==> src/rtl/atq_pkg.sv <==
package atq_pkg;
    // cache line state codes presented with an atomic
    typedef enum logic [1:0] {
        LS_INV   = 2'b00,
        LS_CLEAN = 2'b01,
        LS_MOD   = 2'b10,
        LS_WRIT  = 2'b11
    } line_st_e;

    function automatic logic is_dirty(input logic [1:0] code);
        return code[1];
    endfunction
endpackage

==> src/rtl/atq_match.sv <==
module atq_match #(
    parameter int N  = 4,
    parameter int AW = 16,
    parameter int IW = 2
) (
    input  logic [N-1:0]         vld,
    input  logic [N-1:0][AW-1:0] tags,
    input  logic [AW-1:0]        key,
    output logic [N-1:0]         hit,
    output logic                 any,
    output logic [IW-1:0]        idx
);
    always_comb begin
        hit = '0;
        any = 1'b0;
        idx = '0;
        for (int i = 0; i < N; i++) begin
            hit[i] = vld[i] && (tags[i] == key);
        end
        for (int i = N - 1; i >= 0; i--) begin
            if (hit[i]) begin
                any = 1'b1;
                idx = IW'(i);
            end
        end
    end
endmodule

==> src/rtl/atq_pick.sv <==
module atq_pick #(
    parameter int N  = 4,
    parameter int IW = 2
) (
    input  logic [N-1:0]  free,
    output logic          any,
    output logic [IW-1:0] idx
);
    always_comb begin
        any = 1'b0;
        idx = '0;
        for (int i = N - 1; i >= 0; i--) begin
            if (free[i]) begin
                any = 1'b1;
                idx = IW'(i);
            end
        end
    end
endmodule

==> src/rtl/atq_trig.sv <==
module atq_trig #(
    parameter int IW = 2
) (
    input  logic          clk,
    input  logic          rst_n,
    input  logic          post_v,
    input  logic [IW-1:0] post_idx,
    output logic          fire_v,
    output logic [IW-1:0] fire_idx
);
    typedef struct packed {
        logic          s1_v;
        logic [IW-1:0] s1_idx;
        logic          s2_v;
        logic [IW-1:0] s2_idx;
    } trig_t;

    trig_t trg_d, trg_q;

    always_comb begin
        trg_d        = trg_q;
        trg_d.s1_v   = post_v;
        trg_d.s1_idx = post_idx;
        trg_d.s2_v   = trg_q.s1_v;
        trg_d.s2_idx = trg_q.s1_idx;
    end

    always_ff @(posedge clk) begin
        if (!rst_n) trg_q <= '0;
        else        trg_q <= trg_d;
    end

    assign fire_v   = trg_q.s2_v;
    assign fire_idx = trg_q.s2_idx;


    trig_delay_chk: assert property (@(posedge clk) disable iff (!rst_n)
        post_v |=> ##1 fire_v);
endmodule

==> src/rtl/atomic_tracker.sv <==
module atomic_tracker #(
    parameter int ADDR_W = 16,
    parameter int ID_W   = 4,
    parameter int DATA_W = 32,
    parameter int N_ENT  = 4,
    parameter int CNT_W  = 2
) (
    input  logic              clk,
    input  logic              rst_n,
    input  logic              iss_valid,
    input  logic [ADDR_W-1:0] iss_addr,
    input  logic [ID_W-1:0]   iss_id,
    input  logic [1:0]        iss_line,
    output logic              iss_ready,
    input  logic              mem_valid,
    input  logic [ADDR_W-1:0] mem_addr,
    input  logic [DATA_W-1:0] mem_data,
    input  logic              wba_valid,
    input  logic [ADDR_W-1:0] wba_addr,
    output logic              fwd_valid,
    output logic [ADDR_W-1:0] fwd_addr,
    output logic [ID_W-1:0]   fwd_id,
    output logic              inv_valid,
    output logic [ADDR_W-1:0] inv_addr,
    output logic              wb_valid,
    output logic [ADDR_W-1:0] wb_addr,
    output logic              rsp_valid,
    output logic [ID_W-1:0]   rsp_id,
    output logic [DATA_W-1:0] rsp_data,
    output logic              done_valid,
    output logic [ADDR_W-1:0] done_addr
);
    import atq_pkg::*;

    localparam int IW    = (N_ENT > 1) ? $clog2(N_ENT) : 1;
    localparam int DEPTH = 2 ** CNT_W;
    localparam logic [CNT_W-1:0] CNT_MAX = '1;

    typedef struct packed {
        logic              vld;
        logic              wbw;   // 1: waiting on writeback, 0: waiting on atomics
        logic [ADDR_W-1:0] addr;
        logic [CNT_W-1:0]  cnt;
        logic [CNT_W-1:0]  rp;
        logic [CNT_W-1:0]  wp;
    } ent_t;

    typedef struct packed {
        ent_t [N_ENT-1:0]                       ent;
        logic [N_ENT-1:0][DEPTH-1:0][ID_W-1:0]  ids;
        logic                                   fwd_v;
        logic                                   inv_v;
        logic                                   wb_v;
        logic [ADDR_W-1:0]                      o_addr;
        logic [ID_W-1:0]                        o_id;
        logic                                   rsp_v;
        logic [ID_W-1:0]                        rsp_id;
        logic [DATA_W-1:0]                      rsp_data;
        logic                                   done_v;
        logic [ADDR_W-1:0]                      done_addr;
    } st_t;

    st_t st_d, st_q;

    logic [N_ENT-1:0]             ent_vld;
    logic [N_ENT-1:0]             ent_free;
    logic [N_ENT-1:0][ADDR_W-1:0] ent_tag;
    logic [N_ENT-1:0]             iss_hit, mem_hit, wba_hit;
    logic                         iss_any, mem_any, wba_any, free_any;
    logic [IW-1:0]                iss_idx, mem_idx, wba_idx, free_idx;
    logic [N_ENT-1:0]             inc, dec;
    logic                         post_v;
    logic [IW-1:0]                post_idx;
    logic                         fire_v;
    logic [IW-1:0]                fire_idx;
    logic                         accept;

    always_comb begin
        for (int i = 0; i < N_ENT; i++) begin
            ent_vld[i]  = st_q.ent[i].vld;
            ent_free[i] = !st_q.ent[i].vld;
            ent_tag[i]  = st_q.ent[i].addr;
        end
    end

    atq_match #(.N(N_ENT), .AW(ADDR_W), .IW(IW)) u_iss_match (
        .vld(ent_vld), .tags(ent_tag), .key(iss_addr),
        .hit(iss_hit), .any(iss_any), .idx(iss_idx));

    atq_match #(.N(N_ENT), .AW(ADDR_W), .IW(IW)) u_mem_match (
        .vld(ent_vld), .tags(ent_tag), .key(mem_addr),
        .hit(mem_hit), .any(mem_any), .idx(mem_idx));

    atq_match #(.N(N_ENT), .AW(ADDR_W), .IW(IW)) u_wba_match (
        .vld(ent_vld), .tags(ent_tag), .key(wba_addr),
        .hit(wba_hit), .any(wba_any), .idx(wba_idx));

    atq_pick #(.N(N_ENT), .IW(IW)) u_pick (
        .free(ent_free), .any(free_any), .idx(free_idx));

    atq_trig #(.IW(IW)) u_trig (
        .clk(clk), .rst_n(rst_n),
        .post_v(post_v), .post_idx(post_idx),
        .fire_v(fire_v), .fire_idx(fire_idx));

    always_comb begin
        st_d          = st_q;
        st_d.fwd_v    = 1'b0;
        st_d.inv_v    = 1'b0;
        st_d.wb_v     = 1'b0;
        st_d.rsp_v    = 1'b0;
        st_d.done_v   = 1'b0;
        accept        = 1'b0;
        inc           = '0;
        dec           = '0;
        post_v        = 1'b0;
        post_idx      = '0;

        // atomic issue; a pending trigger wins the cycle
        if (iss_valid && !fire_v) begin
            if (iss_any) begin
                if (!st_q.ent[iss_idx].wbw && st_q.ent[iss_idx].cnt != CNT_MAX) begin
                    accept       = 1'b1;
                    inc[iss_idx] = 1'b1;
                end
            end else if (free_any) begin
                st_d.ent[free_idx].vld  = 1'b1;
                st_d.ent[free_idx].addr = iss_addr;
                st_d.ent[free_idx].cnt  = '0;
                st_d.ent[free_idx].rp   = '0;
                st_d.ent[free_idx].wp   = '0;
                st_d.o_addr             = iss_addr;
                if (is_dirty(iss_line)) begin
                    st_d.ent[free_idx].wbw = 1'b1;
                    st_d.wb_v              = 1'b1;
                end else begin
                    st_d.ent[free_idx].wbw = 1'b0;
                    st_d.inv_v             = 1'b1;
                    accept                 = 1'b1;
                    inc[free_idx]          = 1'b1;
                end
            end
        end

        if (accept) begin
            st_d.fwd_v  = 1'b1;
            st_d.o_addr = iss_addr;
            st_d.o_id   = iss_id;
        end

        // memory answer to a line waiting on atomics
        if (mem_valid && mem_any && !st_q.ent[mem_idx].wbw && st_q.ent[mem_idx].cnt != '0) begin
            dec[mem_idx]  = 1'b1;
            st_d.rsp_v    = 1'b1;
            st_d.rsp_id   = st_q.ids[mem_idx][st_q.ent[mem_idx].rp];
            st_d.rsp_data = mem_data;
        end

        // writeback acknowledge releases a waiting-on-writeback entry
        if (wba_valid && wba_any && st_q.ent[wba_idx].wbw) begin
            st_d.ent[wba_idx].vld = 1'b0;
            st_d.ent[wba_idx].wbw = 1'b0;
        end

        // completion trigger: release only when nothing is outstanding
        if (fire_v && st_q.ent[fire_idx].vld && !st_q.ent[fire_idx].wbw
                && st_q.ent[fire_idx].cnt == '0) begin
            st_d.ent[fire_idx].vld = 1'b0;
            st_d.done_v            = 1'b1;
            st_d.done_addr         = st_q.ent[fire_idx].addr;
        end

        for (int i = 0; i < N_ENT; i++) begin
            if (inc[i]) begin
                st_d.ids[i][st_d.ent[i].wp] = iss_id;
                st_d.ent[i].wp              = st_d.ent[i].wp + 1'b1;
            end
            if (dec[i]) begin
                st_d.ent[i].rp = st_d.ent[i].rp + 1'b1;
            end
            st_d.ent[i].cnt = st_d.ent[i].cnt + CNT_W'(inc[i]) - CNT_W'(dec[i]);
        end

        if (mem_any && dec[mem_idx] && st_d.ent[mem_idx].cnt == '0) begin
            post_v   = 1'b1;
            post_idx = mem_idx;
        end
    end

    always_ff @(posedge clk) begin
        if (!rst_n) st_q <= '0;
        else        st_q <= st_d;
    end

    assign iss_ready  = accept;
    assign fwd_valid  = st_q.fwd_v;
    assign fwd_addr   = st_q.o_addr;
    assign fwd_id     = st_q.o_id;
    assign inv_valid  = st_q.inv_v;
    assign inv_addr   = st_q.o_addr;
    assign wb_valid   = st_q.wb_v;
    assign wb_addr    = st_q.o_addr;
    assign rsp_valid  = st_q.rsp_v;
    assign rsp_id     = st_q.rsp_id;
    assign rsp_data   = st_q.rsp_data;
    assign done_valid = st_q.done_v;
    assign done_addr  = st_q.done_addr;


    fwd_src_chk: assert property (@(posedge clk) disable iff (!rst_n)
        iss_ready |=> fwd_valid);


    wb_src_chk: assert property (@(posedge clk) disable iff (!rst_n)
        wb_valid |-> !fwd_valid && $past(iss_valid) && $past(iss_line[1]));


    rsp_src_chk: assert property (@(posedge clk) disable iff (!rst_n)
        rsp_valid |-> $past(mem_valid));


    trig_prio_chk: assert property (@(posedge clk) disable iff (!rst_n)
        fire_v |-> !iss_ready);


    uniq_tag_chk: assert property (@(posedge clk) disable iff (!rst_n)
        $onehot0(iss_hit) && $onehot0(mem_hit) && $onehot0(wba_hit));


    rsp_hit_chk: assert property (@(posedge clk) disable iff (!rst_n)
        (mem_valid && !mem_any) |=> !rsp_valid);

    generate
        for (genvar g = 0; g < N_ENT; g++) begin : g_ent_chk

            no_wrap_chk: assert property (@(posedge clk) disable iff (!rst_n)
                (st_q.ent[g].vld && st_q.ent[g].cnt == CNT_MAX) |=> st_q.ent[g].cnt != '0);
        end
    endgenerate
endmodule

==> config.mk <==
export PLATFORM = sky130hd
export DESIGN_NAME = atomic_tracker
export DESIGN_NICKNAME = d
export VERILOG_FILES = /design/src/rtl/atq_pkg.sv /design/src/rtl/atq_match.sv /design/src/rtl/atq_pick.sv /design/src/rtl/atq_trig.sv /design/src/rtl/atomic_tracker.sv
export SDC_FILE = /design/constraint.sdc
export NUM_CORES = 1
export LEC_CHECK = 0
export BUFFER_PORTS_ARGS = -buffer_cell sky130_fd_sc_hd__buf_2
export CORE_ASPECT_RATIO = 2
export CORE_UTILIZATION = 35
export DETAILED_ROUTE_END_ITERATION = 10
export GPL_TIMING_DRIVEN = 0
export PLACE_DENSITY = 0.6
export SYNTH_ARGS = -nofsm -noshare
export SYNTH_HDL_FRONTEND = slang
export SYNTH_SLANG_ARGS = --single-unit
==> constraint.sdc <==
create_clock -name clk -period 6.4 [get_ports clk]
set_input_delay 0.64 -clock clk [delete_from_list [all_inputs] [get_ports clk]]
set_output_delay 0.64 -clock clk [all_outputs]
set_load 0.05 [all_outputs]
# Word level (Yosys, flattened, before mapping)
# Index checks and enable logic that the tools add are counted.
# Widths: inputs -> output; s select.
# totals
ff_bits	243
in_bits	91
out_inout_bits	110
wordCells	279
# classes
addsub	16
magnitude_cmp	19
n_eq_ne	14
muxes	128
bitwise_logic	3
reduce_logical	45
# ops
operator	n
$bwmux 96	10
$mux 96	6
$demux 24 s2	9
$bmux 24 s2	5
$eq 16x16->1	12
$mux 23	5
$mux 24	4
$bwmux 16	4
$mux 16	4
$mux 2	25
$mux 4	12
$mux 37	1
$logic_and 1x1->1	33
$bmux 16 s2	1
$demux 4 s2	4
$lt 2x3->1 const B	10
$mux 1	28
$mux 22	1
$mux 20	1
$ge 2x1->1 const B	9
$mux 17	1
$add 2x1->2 const B	8
$mux 6	2
$add 2x1->2	4
12 further kinds	26

# Longest topological paths before layout
# logic_depth
word_depth	30
ltp_mapped	18
depth_no_buf	16

# Modules after synthesis
# A second synthesis with hierarchy kept.
# hier_totals
hier_cells	1583
hier_area_um2	14084.8
# modules_own_cells
module	instances	cells_each	area_per_inst_um2	seq_area_each_um2
atomic_tracker	1	1276	11609.9	4744.6
atq_match	3	96	760.7	0.0
atq_trig	1	12	157.7	120.1
atq_pick	1	7	35.0	0.0

# Worst setup path before layout
# No wires, ideal clock.
# synth_timing
kind	input to register
startpoint	in iss_addr[10]
endpoint	reg u_trig.trg_q (netlist bit u_trig.trg_d[0])
setup_time_ns	0.114
arrival_ns	4.695
required_ns	6.286
path_slack_ns	1.590
cell_stages	18
n_path_buf	4
cell_sequence	clkbuf_1 xor2_1 or4_1 or4_1 nor2_2 or4_1 clkbuf_1 clkbuf_1 buf_1 nand2_1 ha_1 inv_1 ha_1 xnor2_1 and3_1 o31ai_1 nand4_1 a2111oi_0
# synth_between
elab_chain_cells	20
word_cells_on_any_way	49
classes_between	8 x add/sub; 2 x order compare; 5 x eq/ne; 24 x mux; 10 x reduce/logical
# synth_rtl
element	line	rtl
from (decl)	atomic_tracker.sv:11	input logic [ADDR_W-1:0] iss_addr,
$eq 16x16->1	atq_match.sv:18	hit[i] = vld[i] && (tags[i] == key);
$logic_and 1x1->1	atq_match.sv:18	
$mux 2 / $mux 1 (equally long branches) (4 in series)	atq_match.sv:21	if (hit[i]) begin
$lt 2x3->1 (implied by the code) (tied with other cells)	atomic_tracker.sv:124	inc[iss_idx] = 1'b1;
$logic_and 1x1->1 (implied by the code) (tied with other cells)	atomic_tracker.sv:124	
$mux 1 (implied by the code) (tied with other cells)	atomic_tracker.sv:124	
$demux 1 s2 (tied with other cells)	atomic_tracker.sv:124	
$mux 4 / $mux 96 (equally long branches)	atomic_tracker.sv:122, atomic_tracker.sv:160	
$mux 4 / $bwmux 96 (equally long branches)	atomic_tracker.sv:121, atomic_tracker.sv:168	
$mux 4 / $mux 96 (equally long branches)	atomic_tracker.sv:120, atomic_tracker.sv:166	
$add 2x1->2	atomic_tracker.sv:181	st_d.ent[i].cnt = st_d.ent[i].cnt + CNT_W'(inc[i]) - CNT_W'(dec[i]);
$sub 2x1->2	atomic_tracker.sv:181	
$bmux 24 s2 *	atomic_tracker.sv:184	if (mem_any && dec[mem_idx] && st_d.ent[mem_idx].cnt == '0) begin
$mux 6 (implied by the code) *	atomic_tracker.sv:184	
$logic_not 2->1 *	atomic_tracker.sv:184	
$logic_and 1x1->1 *	atomic_tracker.sv:184	
$reduce_and 2->1 (no line) *	--	
to (signal assigned)	atq_trig.sv:30	else trg_q <= trg_d;
to (decl)	atq_trig.sv:18	trig_t trg_d, trg_q;
# Every way passes the cells marked *; elsewhere a longest branch is shown, timed or not. The select of a mux whose other input is x is not followed.
# A chain may end at the register's enable or synchronous reset.

# Final worst setup path
# layout_timing
startpoint	in iss_addr[9]
endpoint	reg u_trig.trg_q (netlist bit u_trig.trg_d[0])
# The elaborated chain is that of the path after synthesis.

==> results.toml <==
[run_status]
status = "completed"

[floorplan]
fp.dieW_um = 147
rows = 106
pin_count = 201
initial_utilization_pct = 35.4
core_um2 = 41600
die_h_um = 292
dieArea_um2 = 43100

[finish]
diodes = 0
drive_gt1_share_pct = 18.9
syn2layout_area_growth_pct = 16.2
final_area_um2 = 17200
fin_nets = 2051

[global_routing]
overflow = 0
antenna_found_initial = 2
grt_max_degree = 16
grt_pass1_wl_mm = 91.1
track_usage_pct = 29.4
grt_pass1_vias = 13900

[synth]
synth_top_area_share_pct = 33.0
synth_nets = 1861
synth_seq_cells = 243
synth_area_um2 = 14800
synth_area_leaders = "dfxtp_1, mux2i_1, xnor2_1, nand2_1, buf_4"
synth_top_cell_by_area = "dfxtp_1"
synth_cells = 1746
seq_area_frac_synth_pct = 33.0
avgSynthCellArea_um2 = 8.45
async_flop_share_pct = 0
synth_edf_count = 0
synth_ff_type = "dfxtp_1"
ys_types = 74
yosys_warnings = 0

[placement]
gp_congestion = 1.07
place_area_um2 = 16300
place_worst_setup_slack_ps = -658
port_buffers = 162
dp_hpwl_mm = 50.4

[hold_path]
min_from = "mem_data[24]"
hold_path.class = "in -> reg"
holdPathStages = 3
min_to = "rsp_data[24]$_SDFFE_PN0N_"

[sta]
finalCriticalPeriod_ps = 6090
fin_worst_skew_ps = 33.3
grt_setup_unrepaired = "false"
setup_violations = 0
slew_headroom_pct = 12.3
max_freq_mhz = 164
fin_hold_ws_ps = 302
hold_viol = 0
finalMaxSlewViolations = 0
worstMarginPinSlew_ps = 1300
period_share_pct = 95.1
worst_slack_ps = 314

[routing]
wirelength_mm = 63.8
vias_per_cell = 5.49
routedWlPerCell_um = 25.6
dr.pass1.iters = 9
drc = 0
ant_nets = 0
first_iter_violations = 705
routed-via-count = 13700

[critical_path]
rr_worst_depth = 17
start_kind = "input port"
r2r_start = "ent_tag[59]$_SDFFE_PN0P_"
crit_chain = "clkbuf_1, xor2_1, or4_1, nor4_2, a22oi_1, and3_1, clkbuf_1, nand2_1, clkbuf_1, nand2_1, ha_1, inv_1, ha_1, xnor2_1, xnor2_1, o21bai_1, nand4_1, a2111oi_1"
timing.rr.end = "u_trig.trg_d[0]$_SDFF_PN0_"
cp_common_cell = "clkbuf_1"
crit_type = "in -> reg"
critPathMaxStageDelay_ps = 760
critPathCaptureType = "flop"
rrSetupSlack_ps = 450
cp_slowest_cell = "clkbuf_1"
required_ps = 6810
crit_path_max_fanout = 10
crit_start = "iss_addr[9]"
arrival_ps = 6490

[pwr]
peakVddDrop_uv = 183
p_leak_nw = 6.90
power_mw = 3.70
seq_power_share_pct = 43.0
swShare_pct = 29.2
p_per_area_nw_per_um2 = 216
power.share.combinational_pct = 13.7
p_int_mw = 2.62
power.switching_mw = 1.08
clockPowerShare_pct = 43.2

[clock_network]
cts_tree = "built"
cts_buffers = 25
clkLatencyLatePin_ps = 580
ctsHtreeMaxLevel = 1
cts_root_buffer = "clkbuf_16"
clk_pin_slew_worst_paths_ps = 60
cts.sinks = 243
cts_hold_buffers = 0
clockBufferDepth = 3

[flow_run]
drv_cap = 0
-- synth_stat cells, types with 14 or more instances --
master	n
nand2_1	313
dfxtp_1	243
mux2i_1	156
xnor2_1	139
clkbuf_1	108
buf_4	104
a21oi_1	85
nor2_1	76
xor2_1	61
nand3_1	48
nand4_1	48
inv_1	45
nor3_1	30
nor4_1	25
ha_1	24
and2_1	16
mux4_2	16
and3_1	14
-- sequential cells by signal (all words and copies together), names as in the netlist --
register / cells
done_addr: 16
done_valid: 1
ent_tag: 64
ent_vld: 4
fwd_addr: 16
fwd_id: 4
fwd_valid: 1
inv_valid: 1
rsp_data: 32
rsp_id: 4
rsp_valid: 1
st_q: 92
u_trig.fire_idx: 2
u_trig.fire_v: 1
u_trig.trg_d: 3
wb_valid: 1
-- area by class of cell --
type | instances | area, µm²
buffer | 230 | 1300
sequential | 243 | 4860
inverter | 45 | 169
clock buffer | 35 | 723
timing repair buffer | 163 | 818
tap | 540 | 676
clock inverter | 10 | 155
multi-input combinational | 1228 | 8450
fill | 4302 | 24500
-- cell usage in the layout, fill, tap and decap left out, types with 5 or more instances in the layout --
cell type    n
buf_4      105
nand3_1     48
clkbuf_8     6
nand2b_1     5
o211ai_1     7
and2_1      16
clkbuf_16   25
a222oi_1     8
mux4_2      16
nor3_1      30
ha_1        24
or4_1        7
dfxtp_1    243
o32ai_1      8
and3_1      14
inv_1       45
o31ai_1      5
o21ai_0     11
o31ai_4      7
xor2_1      61
a211oi_1    11
xnor2_1    139
nor2_1      76
nand2_1    313
or2_2        6
nor4_1      23
o2111ai_1    8
nand4b_1     5
mux2i_1    156
o21a_1      10
buf_2      170
nand4_1     48
clkbuf_1   110
a21oi_1     85
o2bb2a_1     8
-- worst max-delay path by stage --
stage	cells past startpoint	end
6_report	18	u_trig.trg_d[0]$_SDFF_PN0_
5_1_grt	18	u_trig.trg_d[0]$_SDFF_PN0_
4_1_cts	18	u_trig.trg_d[0]$_SDFF_PN0_
3_3_place_gp	18	u_trig.trg_d[0]$_SDFF_PN0_
3_5_place_dp	18	u_trig.trg_d[0]$_SDFF_PN0_
2_1_floorplan	18	u_trig.trg_d[0]$_SDFF_PN0_
-- through the flow --
step           setup TNS (ps)  util, %  cells
3_3_place_gp             -703     39.0   2448
5_1_grt                     0     41.2   2494
3_5_place_dp             -658     39.0   2449
4_1_cts                     0     41.2   2494
6_report                    0     41.2   2494
2_1_floorplan               0        -   1746
-- power by group through the flow --
stage	Sequential [mW]	Clock (mW)	Combinational, mW
final	1.59	1.60	0.508
after CTS	1.59	1.62	0.502
after floorplan	1.60	0	0.341
after global placement	1.62	0	0.496
after global routing	1.59	1.67	0.536
after detailed placement	1.62	0	0.500
-- cells by family (layout without fill, tap and decap cells) --
family / count (synthesis) / after routing / share of synthesized area, %
AND/OR/NAND/NOR: 617 / 617 / 19.4
buffers and inverters: 275 / 483 / 9.91
flip-flops: 243 / 243 / 33.0
adder cells (fa/ha/maj): 24 / 24 / 2.03
XOR/XNOR: 200 / 200 / 11.9
AO/OA/AOI/OAI: 215 / 215 / 10.8
multiplexers: 172 / 172 / 13.0
-- layer usage --
layer	share of wire, %	GRT usage [%]	up-vias
li1	-	-	6299
met1	32	26.5	6539
met2	52	54.7	585
met3	4.8	4.53	270
met4	11	28.4	4
met5	0.042	0	-
-- worst max-delay path, delay by kind of cell --
family	cells	cell delay (ps)
simple gates	6	2070
buf+inv	4	1470
compound gates	3	1330
xor+xnor	3	480
fa+ha+maj	2	480
-- what timing repair did --
action                                 in CTS  in global routing
resized for setup                           1                  8
pin swaps                                   0                  0
endpoints found under the hold margin       0                  0
buffers inserted                            0                  0
setup endpoints to repair                   1                  1
Note: power is estimated with default switching activity, not from simulation.
